### config.mk
export PLATFORM = sky130hd
export DESIGN_NAME = mwr_packet_builder
export DESIGN_NICKNAME = d
export VERILOG_FILES = /design/src/rtl/mwr_pkg.sv /design/src/rtl/mwr_req_select.sv /design/src/rtl/mwr_hdr_build.sv /design/src/rtl/mwr_beat_ser.sv /design/src/rtl/mwr_packet_builder.sv
export SDC_FILE = /design/constraint.sdc
export NUM_CORES = 1
export LEC_CHECK = 0
export BUFFER_PORTS_ARGS = -buffer_cell sky130_fd_sc_hd__clkbuf_2
export CORE_MARGIN = 2
export CORE_UTILIZATION = 47
export CTS_BUF_LIST = sky130_fd_sc_hd__clkbuf_8
export CTS_CLUSTER_DIAMETER = 100
export DETAILED_ROUTE_END_ITERATION = 8
export GPL_TIMING_DRIVEN = 0
export PLACE_DENSITY = 0.84
export SYNTH_ARGS = -nofsm -noshare
export SYNTH_HDL_FRONTEND = slang
export SYNTH_SLANG_ARGS = --single-unit
export TNS_END_PERCENT = 100
### constraint.sdc
create_clock -name clk -period 3.6 [get_ports clk]
set_clock_uncertainty 0.2 [all_clocks]
set_input_delay 0.18 -clock clk [delete_from_list [all_inputs] [get_ports clk]]
set_output_delay 0.18 -clock clk [all_outputs]
set_load 0.02 [all_outputs]
### src/rtl/mwr_pkg.sv
// Package: shared widths, format codes and the request record for the
// posted memory write packet builder. Assumes a 32-bit stream word.
package mwr_pkg;
    localparam int WORD_W    = 32;
    localparam int ADDR_W    = 64;
    localparam int TC_W      = 3;
    localparam int ID_W      = 16;
    localparam int TAG_W     = 8;
    localparam int MAX_WORDS = 5;
    localparam int IDX_W     = $clog2(MAX_WORDS);

    localparam logic [7:0] FT_WR_SHORT = 8'h40;
    localparam logic [7:0] FT_WR_LONG  = 8'h60;

    typedef struct packed {
        logic [ADDR_W-1:0] addr;
        logic [WORD_W-1:0] data;
        logic [TC_W-1:0]   tc;
    } wr_req_t;
endpackage

### src/rtl/mwr_req_select.sv
// Request selector: picks an interrupt request over a write command and
// accepts either only while the output path is idle. Accepted requests
// either load a packet (bus mastering on) or are discarded with a
// one-cycle error pulse. Assumes path_idle drops the cycle after a load.
module mwr_req_select
    import mwr_pkg::*;
(
    input  logic              clk,
    input  logic              rst_n,
    input  logic              bus_master_en,
    input  logic              cmd_valid,
    input  logic [ADDR_W-1:0] cmd_addr,
    input  logic [WORD_W-1:0] cmd_data,
    input  logic [TC_W-1:0]   cmd_tc,
    input  logic              irq_valid,
    input  logic [ADDR_W-1:0] irq_addr,
    input  logic [WORD_W-1:0] irq_data,
    input  logic              path_idle,
    output logic              cmd_ready,
    output logic              irq_ready,
    output logic              load,
    output wr_req_t           sel_req,
    output logic              drop_err
);
    logic irq_take;
    logic cmd_take;
    logic any_take;

    // Handshake: interrupt wins; command waits while an interrupt is pending
    always_comb begin
        irq_ready = path_idle;
        cmd_ready = path_idle && !irq_valid;
        irq_take  = irq_valid && irq_ready;
        cmd_take  = cmd_valid && cmd_ready;
        any_take  = irq_take || cmd_take;
        load      = any_take && bus_master_en;
    end

    // Source mux: interrupt writes always use traffic class 0
    always_comb begin
        if (irq_take) begin
            sel_req.addr = irq_addr;
            sel_req.data = irq_data;
            sel_req.tc   = '0;
        end else begin
            sel_req.addr = cmd_addr;
            sel_req.data = cmd_data;
            sel_req.tc   = cmd_tc;
        end
    end

    // Error pulse for each request discarded while bus mastering is off
    always_ff @(posedge clk) begin
        if (!rst_n) drop_err <= 1'b0;
        else        drop_err <= any_take && !bus_master_en;
    end


    drop_pulse_chk: assert property (@(posedge clk) disable iff (!rst_n)
        (cmd_valid && cmd_ready && !bus_master_en) |=> (drop_err && path_idle));


    drop_once_chk: assert property (@(posedge clk) disable iff (!rst_n)
        (drop_err && !$past(irq_valid)) |-> $past(cmd_valid && !bus_master_en));
endmodule

### src/rtl/mwr_hdr_build.sv
// Header builder: lays out the header and data words of one posted write
// for the selected request, chooses short or long addressing from the
// upper address half, and keeps the per-packet tag counter.
// Assumes load is high for one cycle per emitted packet.
module mwr_hdr_build
    import mwr_pkg::*;
(
    input  logic                               clk,
    input  logic                               rst_n,
    input  logic                               load,
    input  wr_req_t                            req,
    input  logic [ID_W-1:0]                    requester_id,
    output logic [MAX_WORDS-1:0][WORD_W-1:0]   words,
    output logic [IDX_W-1:0]                   last_idx
);
    logic [TAG_W-1:0]  tag_q;
    logic              long_fmt;
    logic [WORD_W-1:0] low_addr;
    logic [WORD_W-1:0] w0;
    logic [WORD_W-1:0] w1;

    // Tag counter: advances once per packet actually loaded
    always_ff @(posedge clk) begin
        if (!rst_n)    tag_q <= '0;
        else if (load) tag_q <= tag_q + 1'b1;
    end

    // Field packing for the two fixed header words
    always_comb begin
        long_fmt = |req.addr[ADDR_W-1:WORD_W];
        low_addr = req.addr[WORD_W-1:0] & 32'hFFFF_FFFC;
        w0 = {(long_fmt ? FT_WR_LONG : FT_WR_SHORT), 1'b0, req.tc, 10'd0, 10'd1};
        w1 = {requester_id, tag_q, 4'h0, 4'hF};
    end

    // Word placement: address words, then the single data word last
    always_comb begin
        words[0] = w0;
        words[1] = w1;
        if (long_fmt) begin
            words[2] = req.addr[ADDR_W-1:WORD_W];
            words[3] = low_addr;
            words[4] = req.data;
            last_idx = IDX_W'(MAX_WORDS - 1);
        end else begin
            words[2] = low_addr;
            words[3] = req.data;
            words[4] = '0;
            last_idx = IDX_W'(MAX_WORDS - 2);
        end
    end
endmodule

### src/rtl/mwr_beat_ser.sv
// Beat serializer: captures a whole packet on load and presents it one
// word per beat with start/end markers, holding each word under
// back-pressure. Assumes load only arrives while path_idle is high.
module mwr_beat_ser
    import mwr_pkg::*;
(
    input  logic                               clk,
    input  logic                               rst_n,
    input  logic                               load,
    input  logic [MAX_WORDS-1:0][WORD_W-1:0]   words,
    input  logic [IDX_W-1:0]                   last_idx,
    input  logic                               pkt_ready,
    output logic                               pkt_valid,
    output logic [WORD_W-1:0]                  pkt_word,
    output logic                               pkt_sop,
    output logic                               pkt_eop,
    output logic                               path_idle
);
    logic [MAX_WORDS-1:0][WORD_W-1:0] lane_q;
    logic                             busy_q;
    logic [IDX_W-1:0]                 idx_q;
    logic [IDX_W-1:0]                 last_q;
    logic                             beat_done;

    // Packet storage: one register lane per word position
    for (genvar g = 0; g < MAX_WORDS; g++) begin : g_lane
        always_ff @(posedge clk) begin
            if (!rst_n)    lane_q[g] <= '0;
            else if (load) lane_q[g] <= words[g];
        end
    end

    assign beat_done = busy_q && pkt_ready;

    // Beat sequencing: start at word 0, stop after the final word is taken
    always_ff @(posedge clk) begin
        if (!rst_n) begin
            busy_q <= 1'b0;
            idx_q  <= '0;
            last_q <= '0;
        end else if (load) begin
            busy_q <= 1'b1;
            idx_q  <= '0;
            last_q <= last_idx;
        end else if (beat_done) begin
            if (idx_q == last_q) busy_q <= 1'b0;
            idx_q <= idx_q + 1'b1;
        end
    end

    // Output view of the current beat
    always_comb begin
        pkt_valid = busy_q;
        pkt_word  = lane_q[idx_q];
        pkt_sop   = busy_q && (idx_q == '0);
        pkt_eop   = busy_q && (idx_q == last_q);
        path_idle = !busy_q;
    end


    hold_stable_chk: assert property (@(posedge clk) disable iff (!rst_n)
        (pkt_valid && !pkt_ready) |=> (pkt_valid && $stable(pkt_word)
                                       && $stable(pkt_sop) && $stable(pkt_eop)));


    marker_excl_chk: assert property (@(posedge clk) disable iff (!rst_n)
        pkt_valid |-> !(pkt_sop && pkt_eop));


    end_idle_chk: assert property (@(posedge clk) disable iff (!rst_n)
        (pkt_valid && pkt_ready && pkt_eop) |=> !pkt_valid);
endmodule

### src/rtl/mwr_packet_builder.sv
// Top: posted memory write packet builder. Accepts a write command or an
// interrupt request, builds a 3- or 4-word header plus one data word and
// streams it out. Assumes bus_master_en and requester_id are quasi-static.
module mwr_packet_builder
    import mwr_pkg::*;
(
    input  logic              clk,
    input  logic              rst_n,
    input  logic              bus_master_en,
    input  logic [15:0]       requester_id,
    input  logic              cmd_valid,
    output logic              cmd_ready,
    input  logic [63:0]       cmd_addr,
    input  logic [31:0]       cmd_data,
    input  logic [2:0]        cmd_tc,
    input  logic              irq_valid,
    output logic              irq_ready,
    input  logic [63:0]       irq_addr,
    input  logic [31:0]       irq_data,
    output logic              pkt_valid,
    input  logic              pkt_ready,
    output logic [31:0]       pkt_word,
    output logic              pkt_sop,
    output logic              pkt_eop,
    output logic              drop_err
);
    logic                             path_idle;
    logic                             load;
    wr_req_t                          sel_req;
    logic [MAX_WORDS-1:0][WORD_W-1:0] words;
    logic [IDX_W-1:0]                 last_idx;

    mwr_req_select u_select (
        .clk(clk), .rst_n(rst_n), .bus_master_en(bus_master_en),
        .cmd_valid(cmd_valid), .cmd_addr(cmd_addr), .cmd_data(cmd_data), .cmd_tc(cmd_tc),
        .irq_valid(irq_valid), .irq_addr(irq_addr), .irq_data(irq_data),
        .path_idle(path_idle), .cmd_ready(cmd_ready), .irq_ready(irq_ready),
        .load(load), .sel_req(sel_req), .drop_err(drop_err)
    );

    mwr_hdr_build u_hdr (
        .clk(clk), .rst_n(rst_n), .load(load), .req(sel_req),
        .requester_id(requester_id), .words(words), .last_idx(last_idx)
    );

    mwr_beat_ser u_ser (
        .clk(clk), .rst_n(rst_n), .load(load), .words(words), .last_idx(last_idx),
        .pkt_ready(pkt_ready), .pkt_valid(pkt_valid), .pkt_word(pkt_word),
        .pkt_sop(pkt_sop), .pkt_eop(pkt_eop), .path_idle(path_idle)
    );


    busy_no_accept_chk: assert property (@(posedge clk) disable iff (!rst_n)
        pkt_valid |-> (!cmd_ready && !irq_ready));


    start_word_chk: assert property (@(posedge clk) disable iff (!rst_n)
        (pkt_valid && pkt_sop) |-> ((pkt_word[9:0] == 10'd1)
            && (pkt_word[31:24] == FT_WR_SHORT || pkt_word[31:24] == FT_WR_LONG)));


    start_needs_bme_chk: assert property (@(posedge clk) disable iff (!rst_n)
        $rose(pkt_valid) |-> $past(bus_master_en));
endmodule

**Word-level counts from Yosys, hierarchy flattened**

Index checks and enable logic that the tools add are counted.

- Register bits: 152
- Output and inout bits: 38
- Logic and storage cells: 42

- Add/subtract/negate cells: 2
- Magnitude comparators: 1
- Equality and inequality tests: 1
- Multiplexer cells: 9
- Bitwise logic cells: 1
- Reduce and logical (&&, ||, !) cells: 18

Operator list:

| operator | count |
|---|---|
| two-way mux 99 bit | 1 |
| binary-select mux 32 bit (select 3 bit) | 1 |
| two-way mux 96 bit | 1 |
| two-way mux 32 bit | 1 |
| OR reduction 32 bit | 1 |
| adder 8 x 1 -> 8 bit (second input constant) | 1 |
| logical AND 1 bit | 8 |
| two-way mux 6 bit | 1 |
| less-than comparator 3 x 4 -> 1 bit (second input constant) | 1 |
| nonzero test 2 bit | 2 |
| adder 3 x 1 -> 3 bit (second input constant) | 1 |
| == test 3 bit | 1 |
| zero test 1 bit | 3 |
| zero test 3 bit | 1 |
| two-way mux 1 bit | 3 |
| two-way mux 3 bit | 1 |
| AND reduction 2 bit | 1 |
| OR reduction 2 bit | 1 |
| logical OR 1 bit | 1 |
| NOT 1 bit | 1 |

**Longest topological paths before layout**

Gate-level depths: netlist (run 1).

- Depth after elaboration: 7
- Gate-level depth with buffers: 8
- Gate-level depth less buffers: 5

**Modules after synthesis**

Synthesis (run 1) repeated with hierarchy kept, for this count alone.

- Cells, all modules: 1074
- Area total of the unflattened synthesis: 10904.2 um^2

By module, submodules not included:

| module | instances | cells an instance | area each (um^2) |
|---|---|---|---|
| mwr_beat_ser | 1 | 744 | 7916.3 |
| mwr_hdr_build | 1 | 213 | 1739.2 |
| mwr_req_select | 1 | 117 | 1248.7 |

**Least setup slack after synthesis (run 1)**

Ideal clock, no wire load.

- Path kind: flip-flop to output port
- From: reg u_ser.idx_q[0]
- To: out pkt_word[11]
- Data arrival time: 1.700 ns
- Path slack: 1.520 ns
- Stages on the path, launching flop included: 7
- Cell sequence: dfxtp_1 > buf_2 > clkinv_1 > nor2_2 > buf_2 > a21oi_1 > o21ai_0

- Cells in the longest elaborated chain, start to end: 2

RTL lines:

| what | RTL line | RTL |
|---|---|---|
| start: declaration | mwr_beat_ser.sv:21 | `logic [IDX_W-1:0] idx_q;` |
| start signal: assignment | mwr_beat_ser.sv:47 | `idx_q <= idx_q + 1'b1;` |
| binary-select mux 32 bit (select 3 bit) | mwr_beat_ser.sv:54 | `pkt_word = lane_q[idx_q];` |
| two-way mux 32 bit (not written as such) | mwr_beat_ser.sv:54 |  |
| end: declaration | mwr_packet_builder.sv:22 | `output logic [31:0] pkt_word,` |

Every way passes these cells. The select of a mux whose other input is x is not followed.

**Final worst setup path (run 1)**

- From: reg u_ser.busy_q, in the netlist u_ser.pkt_valid
- To: reg u_ser.lane_q[122] (netlist name)

- Cells in the longest elaborated chain, start to end: 5

RTL lines:

| what | RTL line | RTL |
|---|---|---|
| start: declaration | mwr_beat_ser.sv:20 | `logic busy_q;` |
| start signal: assignment | mwr_beat_ser.sv:38 | `busy_q <= 1'b0;` |
| start signal: assignment | mwr_beat_ser.sv:42 | `busy_q <= 1'b1;` |
| start signal: assignment | mwr_beat_ser.sv:46 | `if (idx_q == last_q) busy_q <= 1'b0;` |
| zero test 1 bit (*) | mwr_beat_ser.sv:57 | `path_idle = !busy_q;` |
| logical AND 1 bit (on tied branches) | mwr_req_select.sv:33, mwr_req_select.sv:32 |  |
| two-way mux 99 bit / logical AND 1 bit (equally long branches) | mwr_req_select.sv:41, mwr_req_select.sv:34 |  |
| OR reduction 32 bit / logical OR 1 bit (equally long branches) | mwr_hdr_build.sv:30, mwr_req_select.sv:35 |  |
| two-way mux 96 bit / logical AND 1 bit (equally long branches) | mwr_hdr_build.sv:40, mwr_req_select.sv:36 |  |
| end signal: indexed assignment | mwr_beat_ser.sv:29 | `else if (load) lane_q[g] <= words[g];` |
| end: declaration | mwr_beat_ser.sv:19 | `logic [MAX_WORDS-1:0][WORD_W-1:0] lane_q;` |

Every way passes the cells marked *; elsewhere a longest branch is shown, timed or not.
A chain may end at the register's enable or synchronous reset.

==> out/qor.yml, run 1 <==
status: "finished, violations left"
violations: "design-rule violations"
routed_wl_mm: 33.3
clock-sinks: 139
crit_type: "reg2reg"
synth_cells: 1016
critPathCaptureType: "flip-flop"
initial_core_util_pct: 48.1
syn_area_um2: 7650
portBuffers: 250
clockBufferDepth: 2
setup_tns_ns: 0
path_cells: "buf_2 -> nand2b_4 -> buf_4 -> clkbuf_1 -> nand2_1 -> a21oi_1 -> dlygate4sd3_1 -> a21oi_1 -> mux2i_1 -> dlygate4sd3_1"
cts_tree: "yes"
wire_per_inst_um: 19.9
setup_violations: 0
antenna_left: 0
cts.reportedPaths.clkPinSlew_ns: 0.08
fin_crit_sh_pct: 97.0
avgSynthCellArea_um2: 7.53
diodes: 0
synth-warning-count: 0
layout.cells.non_filler: 1669
clock_latency_ns: 0.47
ys_ff_latch: 139
first_iter_violations: 1313
hold_depth: 5
tightest_slew_ns: 0.731
reg2reg_depth: 10
crit_slowest_cell: "dlygate4sd3_1"
cp-startpoint: "u_ser.pkt_valid"
dieArea_um2: 17300
ys_seq_area_share_pct: 36.4
hp-class: "in2reg"
max_freq_mhz: 286
critPathMaxStageDelay_ns: 0.63
drt_pass1_iterations: 8
cp_max_fo: 10
min_from: "irq_addr[7]"
crit_family: "buffers and inverters"
p_leak_nw: 5.16
path_buf_inv: 5
max-slew-margin-rel_pct: 51.3
p_per_area_nw_per_um2: 379
grt_max_degree: 17
period_minus_slack_ns: 3.49
layout-drive-gt1-share_pct: 23.1
reg2reg_from: "u_ser.pkt_valid"
cts_max_level: 4
cp.required_ns: 3.81
whs_ns: 0.00960
ys_types: 40
path_depth: 10
die_y_um: 132
grt_overflow: 0
vias: 9854
grtUsageTotal_pct: 36.8
grt_pass1_vias: 9628
hold_viol: 0
grt_pass1_wl_mm: 50.3
critical_path_arrival_ns: 3.70
ir_worst_vdd_v: 0.000255
drc: 1
root_buffer: "clkbuf_8"
antenna_found_initial: 0
fp.coreArea_um2: 15900
cap_violations: 0
ioPinCount: 255
placed_cells: 1482
row_count: 46
cp-start-kind: "flip-flop"
vias_per_cell: 5.90
cts_buffers: 17
nets: 1660
syn_nets: 1236
die_width_um: 132
place_hpwl_mm: 22.9
syn_to_final_growth_pct: 46.9
slew_viol_final: 0
grt_setup_unrepaired: "false"
gp_congestion: 0.984
## area by class of cell
type                    count  area, um2
fillers                  1206       4650
multi-input cells         787       4410
repair buffers            405       2800
clock buffers              22        303
clock inverters            10        209
inverters                   3       11.3
well taps                 216        270
plain buffers              87        443
flip-flops and latches    139       2780
## metal layers
metal	vias to the layer above	routed length, um	share of wire (%)	GRT usage, %
met3	208	3910	12	8.56
met4	0	2130	6.4	22.0
met1	4440	12300	37	45.1
li1	4391	-	-	-
met2	815	15000	45	58.9
met5	-	0	0	0
## state kept, by name (all words and copies together), names as in the netlist
register           cells
u_ser.pkt_valid        1
u_ser.idx_q            3
u_ser.last_q           1
u_hdr.tag_q            8
u_select.drop_err      1
u_ser.lane_q         125
## power breakdown
part	leakage, nW	switching, W	internal (W)	total (W)
Combinational	3.78	0.000503	0.000428	0.000931
Clock	0.251	0.000633	0.000988	0.00162
Sequential	1.14	0.0000738	0.00164	0.00171
## worst reg2reg max path: cells and delay by family, from the launching register on
| kind | cells | cell delay (ns) |
|---|---|---|
| AOI/OAI and AO/OA | 2 | 0.25 |
| muxes | 1 | 0.14 |
| and+or+nand+nor | 2 | 0.27 |
| buffers and inverters | 5 | 2.23 |
| DFF | 1 | 0.34 |
## Yosys cell counts
cell type  instances  area (um2)
ha_1               3        37.5
mux2i_4            1        22.5
nor2b_1            5        31.3
nor2_1            53         199
a21oi_1          158         791
and3b_1            1        8.76
nand2b_4           1        13.8
inv_1              2        7.51
and2_1             9        56.3
dfxtp_1          139        2780
mux2i_1           65         651
o21ba_2            1        10.0
or3_1              2        12.5
buf_6              9         101
o22ai_1            5        31.3
nand2_1          284        1070
mux2_4             1        15.0
nor4_1            16         100
a22o_1            58         508
mux2_2             3        33.8
a31oi_1           27         169
xnor2_1            5        43.8
nand2b_1           1        6.26
nor2_2             1        6.26
clkbuf_1          43         161
nand4_1            2        12.5
buf_1              2        7.51
a221o_1            6        60.1
and3_1             3        18.8
nor4_4             2        42.5
o32ai_1            1        8.76
o21a_1             1        7.51
nand3_1            7        35.0
buf_4              2        15.0
xor2_1             4        35.0
and4_1             1        8.76
o21ai_0           31         155
buf_2             31         155
clkinv_1           1        3.75
a21boi_0          29         218
## per-stage QoR
| step | utilization (%) | worst slack [ns] | cell area (um2) | total power (W) |
|---|---|---|---|---|
| floorplan | - | 1.52 | 7650 | 0.00213 |
| global placement | 57.7 | 1.08 | 9170 | 0.00243 |
| detailed placement | 57.7 | 0.954 | 9170 | 0.00244 |
| CTS | 70.7 | 0.260 | 11200 | 0.00418 |
| global route | 70.7 | 0.0413 | 11200 | 0.00437 |
| finish | 70.7 | 0.107 | 11200 | 0.00426 |
## cell families after synthesis
| family | Yosys count | synth area share [%] |
|---|---|---|
| AO/OA/AOI/OAI | 317 | 25.6 |
| XOR/XNOR | 9 | 1.03 |
| adder cells (fa/ha/maj) | 3 | 0.491 |
| buffers and inverters | 90 | 5.91 |
| flip-flops | 139 | 36.4 |
| multiplexers | 70 | 9.44 |
| AND/OR/NAND/NOR | 388 | 21.2 |
## layout by cell type, fill, tap and decap left out, types with 6 or more instances in the layout
cell type	instances
and2_1	9
dlygate4sd3_1	155
o21ai_0	31
a221o_1	6
nand2_1	284
buf_2	31
a21oi_1	158
nor4_1	16
a21boi_0	29
dfxtp_1	139
clkbuf_2	252
mux2i_1	65
a22o_1	58
a31oi_1	27
nor2_1	53
bufinv_16	6
clkbuf_8	22
buf_6	9
nand3_1	7
clkbuf_1	41
## final timing paths
kind	end	slack [ns]
setup / recovery	u_ser.lane_q[122]	0.11
hold / removal	u_ser.lane_q[103]	0.01
setup reg to reg	u_ser.lane_q[122]	0.11
hold reg to reg	u_ser.lane_q[21]	0.27
## timing repair
| action | CTS | global route |
|---|---|---|
| gates resized for setup | 0 | 4 |
| setup buffers | 0 | 0 |
| hold endpoints to repair | 96 | 0 |
| hold buffers | 155 | 0 |
| endpoints found under the setup margin | 0 | 2 |
(Power assumes the default switching activity.)
==> run 2: changes to the inputs <==
==> constraint.sdc (replaced) <==
create_clock -name clk -period 3.6 [get_ports clk]
set_clock_uncertainty 0.2 [all_clocks]
set_input_delay 0.36 -clock clk [delete_from_list [all_inputs] [get_ports clk]]
set_output_delay 0.36 -clock clk [all_outputs]
set_load 0.02 [all_outputs]
==> run 2 against run 1 <==
Total power down 4.7%. Critical path type is now reg2out. Final area shrank 12%. Wire length shrank 12%. Flip-flop and latch count did not move. Cell count decreased by 8.1%. Global-route usage down 3.9 points. Non-clock buffer count decreased by 136. The flow now finishes without violations. Register-to-register slack improved by 0.80 ns. Via count fell by 11%. Hold slack improved by 0.012 ns.
==> out/qor.yml, run 2 (synthesis results as in run 1) <==
dieArea_um2: 17300
clock_latency_ns: 0.47
placed_cells: 1482
path_cells: "clkbuf_1 -> and3_1 -> clkbuf_1 -> clkbuf_1 -> nand2_1 -> o21ai_0 -> clkbuf_2"
fillers: 1430
r2r_slack_ns: 0.91
r2r-end: "u_ser.lane_q[98]"
drt_pass1_iterations: 7
slew_viol_final: 0
fp.coreArea_um2: 15900
reg2reg_depth: 8
max_freq_mhz: 307
clock-sinks: 139
grt_max_degree: 17
multi_input_area_um2: 4410
syn_to_final_growth_pct: 29.1
cp-start-kind: "flip-flop"
largest-register: "u_ser.lane_q"
root_buffer: "clkbuf_8"
wire_per_inst_um: 19.1
reg2reg_from: "u_ser.pkt_valid"
final_common_cell: "nand2_1"
critPathCaptureType: "output port"
grt_overflow: 0
cp.required_ns: 3.04
antenna_found_initial: 0
layout.cells.non_filler: 1533
row_count: 46
min_from: "bus_master_en"
drc: 0
power_w: 0.00406
reg.largest.list: "u_ser.lane_q: 125 flops, u_hdr.tag_q: 8 flops, u_ser.idx_q: 3 flops"
hold_viol: 0
fin_crit_sh_pct: 90.5
hp-class: "in2reg"
crit_slowest_cell: "clkbuf_1"
cap_violations: 0
cp_common_cell: "clkbuf_1"
final_cell_mix: "nand2_1 (284), clkbuf_2 (250), a21oi_1 (158)"
cts_max_level: 4
portBuffers: 250
largest_reg_flops: 125
grtUsageTotal_pct: 32.9
cts.reportedPaths.clkPinSlew_ns: 0.08
period_minus_slack_ns: 3.26
cts_tree: "yes"
cp_max_fo: 10
max-slew-margin-rel_pct: 51.5
fin_area_um2: 9870
die_y_um: 132
whs_endpoint: "u_select.drop_err"
gp_congestion: 0.984
hold_depth: 2
vias: 8785
ioPinCount: 255
diodes: 0
cts_buffers: 17
grt_setup_unrepaired: "false"
setup_violations: 0
critPathMaxStageDelay_ns: 0.50
p_per_area_nw_per_um2: 412
tightest_slew_ns: 0.728
grt_pass1_vias: 8141
placed_area_um2: 9170
crit_type: "reg2out"
ir_worst_vdd_v: 0.000254
initial_core_util_pct: 48.1
whs_ns: 0.0216
register_area_um2: 2780
place_hpwl_mm: 22.9
status: "completed"
nets: 1524
clockBufferDepth: 2
vias_per_cell: 5.73
grt_pass1_wl_mm: 44.5
critical_path_arrival_ns: 2.70
first_iter_violations: 997
die_width_um: 132
setup_tns_ns: 0
layout-drive-gt1-share_pct: 25.4
p_leak_nw: 4.47
routed_wl_mm: 29.2
antenna_left: 0
## run 2: where the power goes
part           total, W  switching (W)  internal (W)
Combinational  0.000747       0.000444      0.000302
Clock           0.00161       0.000621      0.000987
Sequential      0.00171      0.0000701       0.00164
Total           0.00406        0.00114       0.00293
## run 2: worst max path at each step
stage,start,endpoint,cells after the start
3_5_place_dp,rst_n,u_ser.lane_q[98],7
6_report,u_ser.idx_q[2],pkt_word[15],7
3_3_place_gp,rst_n,u_ser.lane_q[107],7
5_1_grt,u_ser.idx_q[2],pkt_word[9],7
2_1_floorplan,u_ser.idx_q[0],pkt_word[11],6
4_1_cts,u_ser.idx_q[2],pkt_word[15],7
## run 2: worst max-delay path, delay by kind of cell (launching register included)
family / cells / cell delay (ns)
DFF: 1 / 0.31
and+or+nand+nor: 2 / 0.34
AOI/OAI and AO/OA: 1 / 0.17
buffers and inverters: 4 / 1.40
## run 2: layout make-up
| type | count | share of cell area [%] |
|---|---|---|
| Multi-Input combinational cell | 787 | 44.7 |
| Sequential cell | 139 | 28.2 |
| Timing Repair Buffer | 269 | 14.6 |
| Buffer | 87 | 4.46 |
| Clock buffer | 22 | 3.07 |
| Tap cell | 216 | 2.74 |
| Clock inverter | 10 | 2.12 |
| Inverter | 3 | 0.114 |
## run 2: what timing repair did
item,CTS,global route
hold buffers,19,0
setup buffers,0,0
hold endpoints to repair,19,0
resized for setup,0,0
## run 2: stage by stage
stage          utilization [%]  worst slack [ns]
3_5_place_dp              57.7             0.774
4_1_cts                   62.1             0.450
6_report                  62.1             0.343
3_3_place_gp              57.7             0.899
2_1_floorplan                -              1.34
5_1_grt                   62.1             0.255
## run 2: layer usage
metal	wire [um]	global-route usage, %	vias up
li1	-	-	4121
met1	12200	44.4	3979
met2	13200	52.6	611
met3	2990	6.48	74
met4	911	11.5	0
met5	0	0	-
==> run 3: changes to the inputs <==
--- a/config.mk
+++ b/config.mk
@@ -12,8 +12,9 @@
 export CTS_CLUSTER_DIAMETER = 100
 export DETAILED_ROUTE_END_ITERATION = 8
 export GPL_TIMING_DRIVEN = 0
-export PLACE_DENSITY = 0.84
+export PLACE_DENSITY = 0.8
 export SYNTH_ARGS = -nofsm -noshare
 export SYNTH_HDL_FRONTEND = slang
+export SYNTH_HIERARCHICAL = 1
 export SYNTH_SLANG_ARGS = --single-unit
 export TNS_END_PERCENT = 100
==> constraint.sdc (replaced) <==
create_clock -name clk -period 3.4 [get_ports clk]
set_clock_uncertainty 0.2 [all_clocks]
set_input_delay 0.34 -clock clk [delete_from_list [all_inputs] [get_ports clk]]
set_output_delay 0.34 -clock clk [all_outputs]
set_load 0.02 [all_outputs]
==> run 3 against run 2 <==
Core utilization is 4.0 points lower. Combinational power is 65% higher. Clock-buffer cell count is 3 lower. Sequential power is 33% higher. Hold slack better by 0.015 ns. Via count is 2.1% lower. Setup slack worse by 0.25 ns. Global-route usage is 7.8 points lower. Non-clock buffer count is 41 higher.
==> out/qor.yml, run 3 <==
drt_pass1_iterations: 5
synth-warning-count: 6
die_width_um: 156
first_iter_violations: 346
nets: 1597
grt_overflow: 0
root_buffer: "clkbuf_8"
portBuffers: 234
ir_worst_vdd_v: 0.000235
die_y_um: 156
syn_to_final_growth_pct: 21.4
max_freq_mhz: 302
fin_crit_sh_pct: 97.3
diodes: 0
crit_slowest_cell: "dfxtp_4"
critical_path_arrival_ns: 3.48
gp_congestion: 0.880
antenna_left: 0
largest-register: "u_ser/lane_q"
cts_tree: "yes"
p_leak_nw: 5.64
initial_core_util_pct: 47.9
p_per_area_nw_per_um2: 385
grt_pass1_wl_mm: 46.9
routed_wl_mm: 30.7
hold_viol: 0
final_cell_mix: "clkbuf_2 (235), mux2i_1 (228), nor2b_1 (198)"
cts.reportedPaths.clkPinSlew_ns: 0.09
max-slew-margin-rel_pct: 58.1
clockBufferDepth: 2
path_cells: "inv_1 -> nand2_4 -> buf_4 -> mux2_2 -> nor4_1 -> nand4_1 -> nor2_4 -> buf_6 -> mux2_2 -> mux2i_1 -> nor2b_1"
p_switching_w: 0.00143
cp-start-kind: "flip-flop"
synth_cells: 1072
drc: 0
wire_per_inst_um: 18.4
layout.cells.non_filler: 1674
critPathMaxStageDelay_ns: 0.40
fillers: 1983
slew_viol_final: 0
largest_reg_flops: 160
power_frac_clock_pct: 31.2
placed_cells: 1625
setup_violations: 0
syn_area_um2: 10900
setup_tns_ns: 0
cp_max_fo: 10
period_minus_slack_ns: 3.31
vias: 8597
row_count: 55
cts_buffers: 17
ioPinCount: 255
fp.coreArea_um2: 22700
clock_latency_ns: 0.48
layout-drive-gt1-share_pct: 36.9
clock-sinks: 176
grt_setup_unrepaired: "false"
grt_max_degree: 17
switching_share_pct: 28.0
critPathCaptureType: "flip-flop"
vias_per_cell: 5.14
cp.required_ns: 3.57
whs_ns: 0.0367
share_comb_of_total_power_pct: 24.2
cts_max_level: 4
dpl_worst_slack_ns: -0.499
dieArea_um2: 24400
tightest_slew_ns: 0.628
multi_input_area_um2: 6460
internal_power_w: 0.00366
cp_common_cell: "mux2_2"
reg.largest.list: "u_ser/lane_q: 160 flops, u_hdr/tag_q: 8 flops"
avgSynthCellArea_um2: 10.2
hp-class: "in2reg"
cap_violations: 0
p_seq_share_pct: 44.6
crit_type: "reg2reg"
grtUsageTotal_pct: 25.2
grt_pass1_vias: 8678
place_hpwl_mm: 23.9
antenna_found_initial: 0
setup_ws_ns: 0.0906
status: "completed"
final_common_cell: "clkbuf_2"
register_area_um2: 3530
run 3: per-stage QoR:
step,power (W),instance area (um2),utilization (%)
floorplan,0.00314,11000,-
global placement,0.00348,12500,55.2
detailed placement,0.00351,12500,55.2
CTS,0.00510,13200,58.1
global route,0.00530,13200,58.2
finish,0.00509,13200,58.2
run 3: worst paths after layout:
kind                                   startpoint           endpoint  slack (ns)  cells after the start
worst max-delay path              u_ser/pkt_valid  u_ser/lane_q[119]        0.09                     11
worst min-delay path                    cmd_valid  u_select/drop_err        0.04                      3
worst max register to register    u_ser/pkt_valid  u_ser/lane_q[119]        0.09                     11
worst min register to register  u_ser/lane_q[113]  u_ser/lane_q[113]        0.32                      2
run 3: metal layers:
layer	part of all wire, %	wire length, um	global-route usage (%)	vias up
met5	0	0	0	-
met4	2.6	797	8.74	0
met3	4.6	1420	4.00	53
met2	48	14800	42.3	254
met1	45	13700	32.8	4059
li1	-	-	-	4231
run 3: final cells by class:
type	instances	area share, %
Multi-Input combinational cell	779	48.9
Sequential cell	176	26.7
Timing Repair Buffer	253	10.3
Buffer	144	8.04
Tap cell	285	2.70
Clock buffer	19	1.98
Clock inverter	12	1.27
Inverter	6	0.170
run 3: what timing repair did:
| action | in CTS | in global routing |
|---|---|---|
| buffers inserted | 1 | 0 |
| setup endpoints to repair | 98 | 61 |
| pin swaps | 1 | 4 |
| hold endpoints to repair | 19 | 0 |
| gates resized for setup | 9 | 7 |
| hold buffers | 18 | 0 |
| gates cloned | 0 | 0 |
run 3: worst max-delay path: cells and delay by family, from the launching register on:
family        cells  cell delay (ns)
buf+inv           3             0.55
flops             1             0.40
mux               3             0.90
simple gates      5             1.14
run 3: power by group through the flow:
stage,registers [W],logic [W],clock network [W]
after floorplan,0.00230,0.000841,0
after global placement,0.00231,0.00117,0
after detailed placement,0.00232,0.00119,0
after CTS,0.00227,0.00122,0.00161
after global routing,0.00229,0.00132,0.00169
final,0.00227,0.00123,0.00159
